<file path="config.mk">
export PLATFORM = sky130hd
export DESIGN_NAME = wdt_guard
export DESIGN_NICKNAME = d
export VERILOG_FILES = /design/src/rtl/wdt_guard_pkg.sv /design/src/rtl/wdt_tick_sel.sv /design/src/rtl/wdt_clr_seq.sv /design/src/rtl/wdt_counter.sv /design/src/rtl/wdt_status.sv /design/src/rtl/wdt_guard.sv
export SDC_FILE = /design/constraint.sdc
export NUM_CORES = 1
export LEC_CHECK = 0
export CAP_MARGIN = 0
export CORE_UTILIZATION = 54
export CTS_CLUSTER_DIAMETER = 120
export DETAILED_ROUTE_END_ITERATION = 12
export DONT_BUFFER_PORTS = 1
export PLACE_DENSITY = 0.72
export SLEW_MARGIN = 5
export SYNTH_ARGS = -nofsm -noshare
export SYNTH_HDL_FRONTEND = slang
export SYNTH_SLANG_ARGS = --single-unit
</file>
<file path="constraint.sdc">
create_clock -name clk -period 1.7 [get_ports clk]
set_clock_uncertainty 0.15 [all_clocks]
set_input_delay 0.255 -clock clk [delete_from_list [all_inputs] [get_ports clk]]
set_output_delay 0.255 -clock clk [all_outputs]
set_load 0.1 [all_outputs]
</file>
<file path="src/rtl/wdt_guard_pkg.sv">
// Package: shared types for the watchdog block.
// Assumes: all strobes are single-cycle and synchronous to the block clock.
package wdt_guard_pkg;

    // Software clear strobes gathered into one bundle
    typedef struct packed {
        logic any;   // single-mode clear
        logic one;   // dual-mode half A
        logic two;   // dual-mode half B
    } clr_strobe_t;

    // Kind of reset request raised by an overflow
    typedef enum logic [1:0] {
        OVF_NONE = 2'd0,
        OVF_FULL = 2'd1,
        OVF_WARM = 2'd2
    } ovf_kind_t;

endpackage

</file>
<file path="src/rtl/wdt_tick_sel.sv">
// Module: wdt_tick_sel
// Picks the time base of the watchdog counter and gates it.
// Assumes: lp_tick and ins_tick are one-cycle enables in the clk domain;
// the instruction clock is treated as stopped while pwr_down is high.
module wdt_tick_sel (
    input  logic clk,
    input  logic rst_n,
    input  logic wd_en,
    input  logic lp_clk_sel,
    input  logic lp_tick,
    input  logic ins_tick,
    input  logic pwr_down,
    output logic cnt_tick
);

    logic src_tick;

    // Choose the source and apply enable and sleep gating
    always_comb begin
        if (lp_clk_sel) begin
            src_tick = lp_tick;
        end else begin
            src_tick = ins_tick & ~pwr_down;
        end
        cnt_tick = wd_en & src_tick;
    end


    sleep_stop_chk: assert property (@(posedge clk) disable iff (!rst_n)
        (pwr_down && !lp_clk_sel) |-> !cnt_tick);


    disabled_quiet_chk: assert property (@(posedge clk) disable iff (!rst_n)
        !wd_en |-> !cnt_tick);

endmodule

</file>
<file path="src/rtl/wdt_clr_seq.sv">
// Module: wdt_clr_seq
// Turns the clear strobes into one accepted software clear.
// In single mode the plain strobe is enough. In dual mode both halves must
// be seen, each kept in its own record until the pair completes.
// Assumes: halt_exec and ovf_evt are the same-cycle events of the counter.
module wdt_clr_seq
    import wdt_guard_pkg::*;
(
    input  logic        clk,
    input  logic        rst_n,
    input  logic        dual_mode,
    input  clr_strobe_t kick,
    input  logic        halt_exec,
    input  logic        ovf_evt,
    output logic        sw_clr
);

    logic half_a_q;
    logic half_b_q;
    logic seen_a;
    logic seen_b;
    logic flush;

    // Merge stored halves with this cycle's strobes and form the clear
    always_comb begin
        seen_a = half_a_q | kick.one;
        seen_b = half_b_q | kick.two;
        if (dual_mode) begin
            sw_clr = seen_a & seen_b;
        end else begin
            sw_clr = kick.any;
        end
        flush = ~dual_mode | halt_exec | sw_clr | ovf_evt;
    end

    // Hold the received halves until the counter is restarted
    always_ff @(posedge clk) begin
        if (!rst_n) begin
            half_a_q <= 1'b0;
            half_b_q <= 1'b0;
        end else if (flush) begin
            half_a_q <= 1'b0;
            half_b_q <= 1'b0;
        end else begin
            half_a_q <= seen_a;
            half_b_q <= seen_b;
        end
    end


    half_a_src_chk: assert property (@(posedge clk) disable iff (!rst_n)
        $rose(half_a_q) |-> ($past(kick.one) && $past(dual_mode)));


    half_b_src_chk: assert property (@(posedge clk) disable iff (!rst_n)
        $rose(half_b_q) |-> ($past(kick.two) && $past(dual_mode)));


    halves_flushed_chk: assert property (@(posedge clk) disable iff (!rst_n)
        (sw_clr || halt_exec) |=> (!half_a_q && !half_b_q));

endmodule

</file>
<file path="src/rtl/wdt_counter.sv">
// Module: wdt_counter
// The watchdog count register and its overflow detector.
// Assumes: TERM_COUNT >= 2; HALT outranks a software clear, and both
// outrank an overflow in the same cycle.
module wdt_counter #(
    parameter int unsigned TERM_COUNT = 4096
) (
    input  logic clk,
    input  logic rst_n,
    input  logic cnt_tick,
    input  logic sw_clr,
    input  logic halt_exec,
    output logic ovf_evt
);

    localparam int unsigned CNT_W = (TERM_COUNT > 2) ? $clog2(TERM_COUNT) : 1;
    localparam logic [CNT_W-1:0] LAST = CNT_W'(TERM_COUNT - 1);

    logic [CNT_W-1:0] count_q;

    initial begin
        if (TERM_COUNT < 2) $error("wdt_counter: TERM_COUNT must be at least 2");
    end

    // Overflow is the terminal tick that no clear pre-empts
    always_comb begin
        ovf_evt = cnt_tick & (count_q == LAST) & ~sw_clr & ~halt_exec;
    end

    // Advance, restart on clear or overflow
    always_ff @(posedge clk) begin
        if (!rst_n) begin
            count_q <= '0;
        end else if (halt_exec || sw_clr || ovf_evt) begin
            count_q <= '0;
        end else if (cnt_tick) begin
            count_q <= count_q + CNT_W'(1);
        end
    end


    count_step_chk: assert property (@(posedge clk) disable iff (!rst_n)
        (cnt_tick && !sw_clr && !halt_exec && count_q != LAST)
        |=> count_q == $past(count_q) + CNT_W'(1));


    count_hold_chk: assert property (@(posedge clk) disable iff (!rst_n)
        (!cnt_tick && !sw_clr && !halt_exec) |=> $stable(count_q));


    clear_restart_chk: assert property (@(posedge clk) disable iff (!rst_n)
        (sw_clr || halt_exec) |=> count_q == '0);

endmodule

</file>
<file path="src/rtl/wdt_status.sv">
// Module: wdt_status
// Registers the reset requests and the time-out / power-down flags.
// Assumes: ovf_evt is already suppressed by HALT and by a software clear.
module wdt_status
    import wdt_guard_pkg::*;
(
    input  logic clk,
    input  logic rst_n,
    input  logic ovf_evt,
    input  logic pwr_down,
    input  logic sw_clr,
    input  logic halt_exec,
    output logic full_rst_req,
    output logic warm_rst_req,
    output logic to_flag,
    output logic pd_flag
);

    ovf_kind_t kind;

    // Classify the overflow by sleep state
    always_comb begin
        if (!ovf_evt) begin
            kind = OVF_NONE;
        end else if (pwr_down) begin
            kind = OVF_WARM;
        end else begin
            kind = OVF_FULL;
        end
    end

    // One-cycle request pulses
    always_ff @(posedge clk) begin
        if (!rst_n) begin
            full_rst_req <= 1'b0;
            warm_rst_req <= 1'b0;
        end else begin
            full_rst_req <= (kind == OVF_FULL);
            warm_rst_req <= (kind == OVF_WARM);
        end
    end

    // Status flags; HALT outranks every other update
    always_ff @(posedge clk) begin
        if (!rst_n) begin
            to_flag <= 1'b0;
            pd_flag <= 1'b0;
        end else if (halt_exec) begin
            to_flag <= 1'b0;
            pd_flag <= 1'b1;
        end else begin
            if (sw_clr) pd_flag <= 1'b0;
            if (ovf_evt) to_flag <= 1'b1;
        end
    end


    req_exclusive_chk: assert property (@(posedge clk) disable iff (!rst_n)
        $onehot0({full_rst_req, warm_rst_req}));


    req_pulse_chk: assert property (@(posedge clk) disable iff (!rst_n)
        (full_rst_req || warm_rst_req) |=> (!full_rst_req && !warm_rst_req));


    full_sets_to_chk: assert property (@(posedge clk) disable iff (!rst_n)
        full_rst_req |-> to_flag);


    warm_sets_to_chk: assert property (@(posedge clk) disable iff (!rst_n)
        warm_rst_req |-> to_flag);


    halt_flags_chk: assert property (@(posedge clk) disable iff (!rst_n)
        halt_exec |=> (pd_flag && !to_flag && !full_rst_req && !warm_rst_req));

endmodule

</file>
<file path="src/rtl/wdt_guard.sv">
// Module: wdt_guard (top)
// Watchdog timer with selectable time base, single or dual clear
// sequencing, sleep-aware reset requests and status flags.
// Assumes: synchronous active-low reset; all inputs in the clk domain.
module wdt_guard #(
    parameter int unsigned TERM_COUNT = 4096
) (
    input  logic clk,
    input  logic rst_n,
    input  logic wd_en,
    input  logic dual_clr_mode,
    input  logic lp_clk_sel,
    input  logic lp_tick,
    input  logic ins_tick,
    input  logic pwr_down,
    input  logic kick,
    input  logic kick_a,
    input  logic kick_b,
    input  logic halt_exec,
    output logic full_rst_req,
    output logic warm_rst_req,
    output logic to_flag,
    output logic pd_flag
);

    import wdt_guard_pkg::*;

    clr_strobe_t kick_bus;
    logic        cnt_tick;
    logic        sw_clr;
    logic        ovf_evt;

    // Bundle the software clear strobes
    always_comb begin
        kick_bus.any = kick;
        kick_bus.one = kick_a;
        kick_bus.two = kick_b;
    end

    wdt_tick_sel u_tick_sel (
        .clk        (clk),
        .rst_n      (rst_n),
        .wd_en      (wd_en),
        .lp_clk_sel (lp_clk_sel),
        .lp_tick    (lp_tick),
        .ins_tick   (ins_tick),
        .pwr_down   (pwr_down),
        .cnt_tick   (cnt_tick)
    );

    wdt_clr_seq u_clr_seq (
        .clk       (clk),
        .rst_n     (rst_n),
        .dual_mode (dual_clr_mode),
        .kick      (kick_bus),
        .halt_exec (halt_exec),
        .ovf_evt   (ovf_evt),
        .sw_clr    (sw_clr)
    );

    wdt_counter #(
        .TERM_COUNT (TERM_COUNT)
    ) u_counter (
        .clk       (clk),
        .rst_n     (rst_n),
        .cnt_tick  (cnt_tick),
        .sw_clr    (sw_clr),
        .halt_exec (halt_exec),
        .ovf_evt   (ovf_evt)
    );

    wdt_status u_status (
        .clk          (clk),
        .rst_n        (rst_n),
        .ovf_evt      (ovf_evt),
        .pwr_down     (pwr_down),
        .sw_clr       (sw_clr),
        .halt_exec    (halt_exec),
        .full_rst_req (full_rst_req),
        .warm_rst_req (warm_rst_req),
        .to_flag      (to_flag),
        .pd_flag      (pd_flag)
    );


    single_side_ignored_chk: assert property (@(posedge clk) disable iff (!rst_n)
        (!dual_clr_mode && !kick && !halt_exec && (kick_a || kick_b) && pd_flag)
        |=> pd_flag);


    dual_plain_ignored_chk: assert property (@(posedge clk) disable iff (!rst_n)
        (dual_clr_mode && kick && !kick_a && !kick_b && !halt_exec && pd_flag)
        |=> pd_flag);

endmodule

</file>
==> results.yml, run 1 <==
synth:
  synth_fa_ha_area_frac: 0.0130
  synthMuxAreaShare: 0.0104
  synth-simple-area-share: 0.229
  synthesis.yosys.warnings: 0
  syn_avg_cell_area_um2: 10.3
  ys_seq_elements: 18
  synthTopCellsByArea: "dfxtp_1, a2111oi_4, xnor2_1, nor2_1, nand4_1"
  ys_seq_area_frac: 0.375
  yosys.area.top_type: "dfxtp_1"
  netlist_instances: 93
  synthDistinctLibCells: 30
  synth_top_area_share: 0.375
  synth-xor-area-share: 0.0911
  synth-compound-area-share: 0.246
  synthesis.nets: 106
  synth_top_family_by_area: "compound AO/OA/AOI/OAI gates"
  syn_area_um2: 961
route:
  detail_route.wl_per_cell_um: 15.2
  drt_iter0_drc: 14
  drtPass1Iterations: 8
  wl_mm: 2.05
  vias: 793
  route.detailed.drc: 1
  ant_nets: 0
  viasPerCell: 5.87
cells_and_area:
  diodes: 0
  post-route-util: 0.807
  final_cells: 135
  multiInputGateArea_um2: 626
  syn_to_final_growth_pct: 32.4
  drive_gt1_frac: 0.412
  ff_latch_area_um2: 364
  fillers: 99
  nets: 133
clock_tree:
  cts.sinks: 18
  clock-root-buffer: "clkbuf_4"
  cts_tree: "built"
  cts-buffers-inserted: 3
  cts_max_level: 1
  cts_buffer_depth: 2
  clock_latency_ns: 0.30
  path_clk_slew_ns: 0.11
pwr:
  leakagePower_nw: 0.428
  p_per_area_nw_per_um2: 611
  p_total_uw: 777
  irDropWorstVdd_mv: 0.676
setup_path:
  cp.arrival_ns: 1.88
  critPathRequiredTime_ns: 1.79
  worst-setup-path-type: "register to register"
  cp-end-kind: "register"
  path_max_fanout: 3
  start_kind: "register"
floorplan:
  die_h_um: 44.2
  start_util: 0.610
  core_area_um2: 1580
  die_w_um: 44.2
  io_pins: 16
  die_area_um2: 1950
  placementRows: 14
placement:
  hpwl_mm: 1.37
  port-buffer-count: 0
  place.gp.congestion: 0.778
  dp.cells: 123
  pre_cts_slack_ns: -0.0726
sta:
  slew_viol_final: 0
  holdWs_ns: 0.0796
  fin_ws_ns: -0.0831
  rsz0062_at_grt: "true"
  finalWorstPathRequiredPeriod_ns: 1.78
  setup_viol: 3
  max_freq_mhz: 561
  worst_pin_slew_ns: 0.332
  fin_crit_sh: 1.05
  hold_violations: 0
  slew-limit-headroom: 0.778
status:
  run_status: "complete, but fails checks"
  violations: "DRC, setup timing"
job:
  cap_violations: 0
grt:
  antenna_found_initial: 0
  grt_pass1_vias: 744
  grt_pass1_wl_mm: 3.11
  grt_overflow: 0
  track_usage: 0.217
  grt_max_degree: 12
hold_path:
  hold_path.class: "input pin to register"
worst paths after layout:
path                                               startpoint                                to  slack, ns  cells past startpoint
worst max-delay path            u_clr_seq.half_a_q$_SDFF_PP0_  u_status.warm_rst_req$_SDFF_PN0_      -0.08                      4
worst min-delay path                                    rst_n     u_status.to_flag$_SDFFE_PP0P_       0.08                      2
worst max register to register  u_clr_seq.half_a_q$_SDFF_PP0_  u_status.warm_rst_req$_SDFF_PN0_      -0.08                      4
worst min register to register  u_status.to_flag$_SDFFE_PP0P_     u_status.to_flag$_SDFFE_PP0P_       0.32                      1
through the flow:
stage / TNS [ns] / cell area, um2
5_1_grt: -0.534 / 1270
3_3_place_gp: -0.0214 / 1090
6_report: -0.191 / 1270
4_1_cts: -0.210 / 1190
2_1_floorplan: 0 / 961
3_5_place_dp: -0.132 / 1090
cell families (layout without fill, tap and decap cells):
logic type | after synthesis | in the layout
simple gates | 38 | 38
fa+ha+maj | 1 | 1
buf+inv | 5 | 31
compound gates | 20 | 20
flops | 18 | 18
mux | 1 | 1
xor+xnor | 10 | 10
layout make-up:
type	count	area share
inverter	2	0.00590
clock buffer	4	0.0285
tap	16	0.0157
multi-input combinational	70	0.492
sequential	18	0.286
timing repair buffer	25	0.172
Yosys cell counts (all sizes together):
library cell,instances
xnor2,9
dfxtp,18
inv,2
or3,1
a21oi,4
nor2b,1
mux2i,1
xor2,1
a211oi,4
nor3b,1
a2111oi,4
buf,3
o21ai,3
and3b,1
ha,1
nand3,1
or4b,1
a21o,2
nand4,7
o41ai,1
or3b,1
o221a,1
and3,1
nand2,6
nor2,14
o21a,1
and2b,3
power breakdown:
| group | internal (mW) | switching [mW] |
|---|---|---|
| Sequential | 0.425 | 0.00154 |
| Combinational | 0.0408 | 0.0499 |
| Clock | 0.131 | 0.130 |
placed cells by master, fill, tap and decap left out, types with 2 or more instances in the layout:
cell / count
clkbuf_4: 3
and2b_2: 3
dlygate4sd3_1: 6
a211oi_1: 3
xnor2_1: 9
nand2_1: 6
nor2_2: 6
a21o_1: 2
a2111oi_4: 4
nand4_1: 6
a21oi_1: 3
dfxtp_1: 15
nor2_1: 7
o21ai_0: 3
inv_1: 2
buf_4: 17
dfxtp_2: 3
state kept, by name, summed over array words and instances, names as in the netlist:
name	flops
u_status.to_flag	1
u_status.warm_rst_req	1
u_status.pd_flag	1
u_status.full_rst_req	1
u_counter.count_q	12
u_clr_seq.half_a_q	1
u_clr_seq.half_b_q	1
routing by layer:
metal / global-route usage / up-vias / share of wire
li1: - / 392 / -
met4: 0.0727 / 0 / 0.0093
met2: 0.382 / 21 / 0.48
met1: 0.246 / 378 / 0.46
met5: 0 / - / 0
met3: 0.0694 / 2 / 0.048
timing repair:
action	in CTS	in global routing
endpoints found under the hold margin	5	0
pin swaps	2	13
cloned	0	1
setup endpoints to repair	5	16
hold buffers	6	0
gates resized for setup	1	18
setup buffers	0	1
worst max-delay path, cell delays in order, from the launching register on:
cell and delay, ns:
dfxtp_2 0.33, o221a_1 0.26, or4b_4 0.55, a2111oi_4 0.25
and3_1 0.21
Power figures use the tool's default switching activity.
==> run 2, diff against run 1 <==
- CORE_UTILIZATION: 54 -> 60
- PLACE_DENSITY: 0.72 -> 0.76
- clock period: 1.7 -> 1.9 ns (I/O delays scaled with it)
==> run 2 against run 1 <==
Effect of this change:
- the run now ends clean
- via count decreased by 6.4%
- sequential power decreased by 11%
- combinational power decreased by 28%
- wire length decreased by 14%
- die area decreased by 9.6%
- utilization decreased by 7.3 points
- global-route usage decreased by 1.1 points
- critical path type unchanged
==> results.yml, run 2 (same netlist as run 1, synthesis figures left out) <==
grt:
  grt_pass1_wl_mm: 2.78
  antenna_found_initial: 0
  track_usage: 0.206
  grt_max_degree: 12
  grt_overflow: 0
  grt_pass1_vias: 632
sta:
  max_freq_mhz: 549
  fin_crit_sh: 0.958
  setup_tns_ns: 0
  worst_pin_slew_ns: 0.365
  slew_viol_final: 0
  finalWorstPathRequiredPeriod_ns: 1.82
  hold_violations: 0
  slew-limit-headroom: 0.756
  setup_viol: 0
clock_tree:
  clock_latency_ns: 0.28
  clock-root-buffer: "clkbuf_4"
  cts_tree: "built"
  cts_resized: 0
  cts_max_level: 1
  cts-buffers-inserted: 3
  path_clk_slew_ns: 0.10
  cts_buffer_depth: 2
  cts.sinks: 18
route:
  top_layer: "met4"
  m1WireLength_um: 826
  viasPerCell: 5.98
  met2_length_um: 878
  drtPass1Iterations: 4
  drt_iter0_drc: 10
  vias: 742
  route.detailed.drc: 0
  met3WireLength_um: 49
  detail_route.wl_per_cell_um: 14.3
  ant_nets: 0
  wl_mm: 1.77
cells_and_area:
  final_common_cell: "dfxtp_1"
  nets: 122
  drive_gt1_frac: 0.250
  ff_latch_area_um2: 360
  diodes: 0
  regMostFlops: "u_counter.count_q"
  multiInputGateArea_um2: 567
  largest_register_ffs: 12
  fillers: 112
  final_cells: 124
  syn_to_final_growth_pct: 15.1
  mostFrequentLayoutCells: "dfxtp_1, nor2_1, buf_4, xnor2_1"
floorplan:
  core_area_um2: 1510
  placementRows: 14
  die_h_um: 42.0
  die_area_um2: 1770
  die_w_um: 42.0
  io_pins: 16
  start_util: 0.638
placement:
  dp.cells: 115
  hpwl_mm: 1.23
  port-buffer-count: 0
  place.gp.congestion: 0.760
setup_path:
  path_max_fanout: 9
  critPathRequiredTime_ns: 1.94
  r2r_start: "u_counter.count_q[1]$_SDFFE_PP0N_"
  reg2reg_depth: 5
  cp-end-kind: "register"
  rrSetupSlack_ns: 0.08
  reg2reg_to: "u_counter.count_q[3]$_SDFFE_PP0N_"
  worst-setup-path-type: "register to register"
  start_kind: "register"
  cp.arrival_ns: 1.86
pwr:
  leakagePower_nw: 0.357
  p_per_area_nw_per_um2: 611
  irDropWorstVdd_mv: 0.372
hold_path:
  min_to: "u_clr_seq.half_b_q$_SDFF_PP0_"
  hold_path.class: "input pin to register"
  min_from: "kick_b"
  hold_depth: 2
job:
  cap_violations: 0
status:
  run_status: "finished, final reports clean"
run 2: layout make-up:
class / count / share of cell area
clock buffers: 4 / 0.0328
inverters: 2 / 0.00679
multi-input cells: 70 / 0.512
flip-flops and latches: 18 / 0.326
well taps: 16 / 0.0181
repair buffers: 14 / 0.104
run 2: worst max-delay path, stage by stage, from the launching register on:
cell and delay, ns:
dfxtp_1 0.39, ha_1 0.26, nand4_1 0.23, o41ai_4 0.41, buf_4 0.23, nor2_1 0.06
run 2: repair_timing:
action                     4_1_cts  5_1_grt
setup endpoints to repair        0        1
hold endpoints to repair         5        0
setup buffers                    0        1
hold buffers                     4        0
run 2: how the worst max path moves through the flow:
stage,startpoint,end,slack [ns],depth (start not counted)
2_1_floorplan,pwr_down,u_clr_seq.half_b_q$_SDFF_PP0_,0.13,5
3_3_place_gp,kick_a,u_status.full_rst_req$_SDFF_PN0_,0.13,4
3_5_place_dp,u_counter.count_q[1]$_SDFFE_PP0N_,u_counter.count_q[10]$_SDFFE_PP0N_,0.10,5
4_1_cts,u_counter.count_q[1]$_SDFFE_PP0N_,u_counter.count_q[10]$_SDFFE_PP0N_,0.08,5
5_1_grt,u_counter.count_q[1]$_SDFFE_PP0N_,u_counter.count_q[0]$_SDFFE_PP0N_,-0.03,5
6_report,u_counter.count_q[1]$_SDFFE_PP0N_,u_counter.count_q[3]$_SDFFE_PP0N_,0.08,5
run 2: metal layers:
metal	up-vias	track usage
met2	11	0.319
met1	360	0.275
met5	-	0
met4	0	0.113
li1	369	-
met3	2	0.0345
run 2: through the flow:
stage / utilization / total power, mW / setup slack [ns] / cell area [um2] / hold WS, ns
6_report: 0.734 / 0.675 / 0.0792 / 1110 / 0.0210
4_1_cts: 0.729 / 0.683 / 0.0849 / 1100 / 0.00657
3_5_place_dp: 0.679 / 0.446 / 0.105 / 1020 / 0.277
5_1_grt: 0.734 / 0.704 / -0.0313 / 1110 / 0.0102
2_1_floorplan: - / 0.437 / 0.128 / 961 / 0.263
3_3_place_gp: 0.679 / 0.445 / 0.128 / 1020 / 0.266
run 2: power breakdown:
part           internal (mW)  switching [mW]  leakage, nW
combinational         0.0266          0.0382        0.191
clock                  0.116           0.113       0.0210
sequential             0.380         0.00116        0.145
total                  0.523           0.152        0.357
==> run 3, diff against run 2 <==
- clock period: 1.9 -> 1.7 ns (I/O delays scaled with it)
==> run 3 against run 2 <==
Effect of this change:
- the run now ends with setup timing left
- setup slack worse by 0.15 ns
- global-route usage is 6.9 points higher
- design area is 10% higher
- fmax is 2.9% higher
- worst hold slack better by 0.086 ns
- combinational power is 39% higher
- die area stayed put
- non-clock buffer count is 10 higher
- first-iteration DRC count grew to 2.9 times the previous value
- clock power is 7% lower
- sequential power is 12% higher
- critical endpoint is now u_status.warm_rst_req$_SDFF_PN0_
- largest cell class unchanged
- largest power group unchanged
- highest routed layer unchanged
==> results.yml, run 3 (same netlist as run 1, synthesis figures left out) <==
clock_tree:
  path_clk_slew_ns: 0.10
  cts_buffer_depth: 2
  clock_latency_ns: 0.30
  cts_tree: "built"
  cts.sinks: 18
  clock-root-buffer: "clkbuf_4"
  cts_max_level: 1
  cts-buffers-inserted: 3
cells_and_area:
  fillers: 88
  nets: 132
  syn_to_final_growth_pct: 26.8
  largest_register_ffs: 12
  final_common_cell: "buf_4"
  post-route-util: 0.809
  diodes: 0
  regMostFlops: "u_counter.count_q"
  drive_gt1_frac: 0.342
  mostFrequentLayoutCells: "buf_4, dfxtp_1, nor2_1, xnor2_1"
floorplan:
  core_area_um2: 1510
  io_pins: 16
  start_util: 0.638
  die_w_um: 42.0
  die_h_um: 42.0
  die_area_um2: 1770
  placementRows: 14
sta:
  worst_pin_slew_ns: 0.340
  fin_ws_ns: -0.0690
  setup_viol: 3
  holdWs_ns: 0.107
  slew_viol_final: 0
  rsz0062_at_grt: "true"
  hold_violations: 0
  fin_crit_sh: 1.04
  slew-limit-headroom: 0.773
  max_freq_mhz: 565
  finalWorstPathRequiredPeriod_ns: 1.77
grt:
  antenna_found_initial: 0
  grt_max_degree: 12
  grt_pass1_wl_mm: 3.51
  grt_pass1_vias: 834
  grt_overflow: 0
  track_usage: 0.275
setup_path:
  start_kind: "register"
  path_max_fanout: 3
  cp.arrival_ns: 1.87
  cp-end-kind: "register"
  critPathRequiredTime_ns: 1.80
  worst-setup-path-type: "register to register"
route:
  ant_nets: 0
  route.detailed.drc: 0
  vias: 808
  drt_iter0_drc: 29
  wl_mm: 2.20
  drtPass1Iterations: 4
  viasPerCell: 6.08
  detail_route.wl_per_cell_um: 16.5
pwr:
  irDropWorstVdd_mv: 0.513
  power_frac_seq: 0.585
  intPower_uw: 547
  power_frac_comb: 0.123
  leakagePower_nw: 0.407
  clkPwrFrac: 0.292
  p_switching_uw: 182
  swShare: 0.250
  p_per_area_nw_per_um2: 599
placement:
  pre_cts_slack_ns: -0.0406
  port-buffer-count: 0
  place.gp.congestion: 0.817
  hpwl_mm: 1.54
status:
  violations: "setup timing"
  run_status: "complete, but fails checks"
hold_path:
  hold_path.class: "input pin to register"
job:
  cap_violations: 0
run 3: cell types whose count changed in the layout (fill, tap and decap cells not counted):
| cell | change |
|---|---|
| buf_6 | +1 |
| nor2_1 | -2 |
| dfxtp_1 | -3 |
| nor2_4 | +2 |
| clkbuf_8 | -1 |
| buf_12 | +1 |
| dfxtp_2 | +3 |
| nor3b_4 | +1 |
| dlygate4sd3_1 | +2 |
| buf_4 | +6 |
| nor3b_1 | -1 |
run 3: routing by layer:
layer  share of wire  wire length (um)  global-route usage  vias up
met5               0                 0                   0        -
met4           0.035                76               0.219        0
met3           0.041                91              0.0991       12
met2            0.52              1130               0.450       27
met1            0.41               897               0.280      380
li1                -                 -                   -      389
run 3: layout make-up:
| class | instances | area [um2] | share of cell area |
|---|---|---|---|
| Multi-Input combinational cell | 70 | 593 | 0.487 |
| Sequential cell | 18 | 364 | 0.299 |
| Tap cell | 16 | 20.0 | 0.0164 |
| Timing Repair Buffer | 24 | 211 | 0.174 |
| Clock buffer | 3 | 22.5 | 0.0185 |
| Inverter | 2 | 7.51 | 0.00616 |
run 3: what timing repair did:
item | 4_1_cts | 5_1_grt
hold buffers | 6 | 0
cloned | 0 | 0
resized for setup | 3 | 7
hold endpoints to repair | 5 | 0
buffers inserted | 2 | 1
pin swaps | 3 | 6
setup endpoints to repair | 16 | 16
run 3: metrics by stage:
| step | TNS, ns | instance area (um2) | std cells | total power [mW] |
|---|---|---|---|---|
| detailed placement | -0.196 | 1090 | 122 | 0.507 |
| CTS | -0.150 | 1200 | 133 | 0.725 |
| finish | -0.148 | 1220 | 133 | 0.730 |
| floorplan | 0 | 961 | 93 | 0.488 |
| global placement | -0.0112 | 1090 | 122 | 0.504 |
| global route | -0.477 | 1220 | 133 | 0.760 |
run 3: worst paths after layout:
kind,start,endpoint,slack [ns],cells past startpoint
worst max-delay path,u_clr_seq.half_a_q$_SDFF_PP0_,u_status.warm_rst_req$_SDFF_PN0_,-0.07,4
worst min-delay path,wd_en,u_counter.count_q[2]$_SDFFE_PP0N_,0.11,4
worst max register to register,u_clr_seq.half_a_q$_SDFF_PP0_,u_status.warm_rst_req$_SDFF_PN0_,-0.07,4
worst min register to register,u_clr_seq.half_b_q$_SDFF_PP0_,u_clr_seq.half_b_q$_SDFF_PP0_,0.37,2
run 3: worst max-delay path: stages, from the launching register on:
cell	delay, ns
dfxtp_2	0.33
o221a_1	0.25
or4b_4	0.55
a2111oi_4	0.24
and3_1	0.20
run 3: power by group through the flow:
| stage | logic [mW] | clock network [mW] | registers (mW) |
|---|---|---|---|
| 4_1_cts | 0.0871 | 0.211 | 0.427 |
| 3_5_place_dp | 0.0706 | 0 | 0.436 |
| 2_1_floorplan | 0.0399 | 0 | 0.448 |
| 3_3_place_gp | 0.0683 | 0 | 0.436 |
| 5_1_grt | 0.0948 | 0.238 | 0.427 |
| 6_report | 0.0901 | 0.213 | 0.427 |
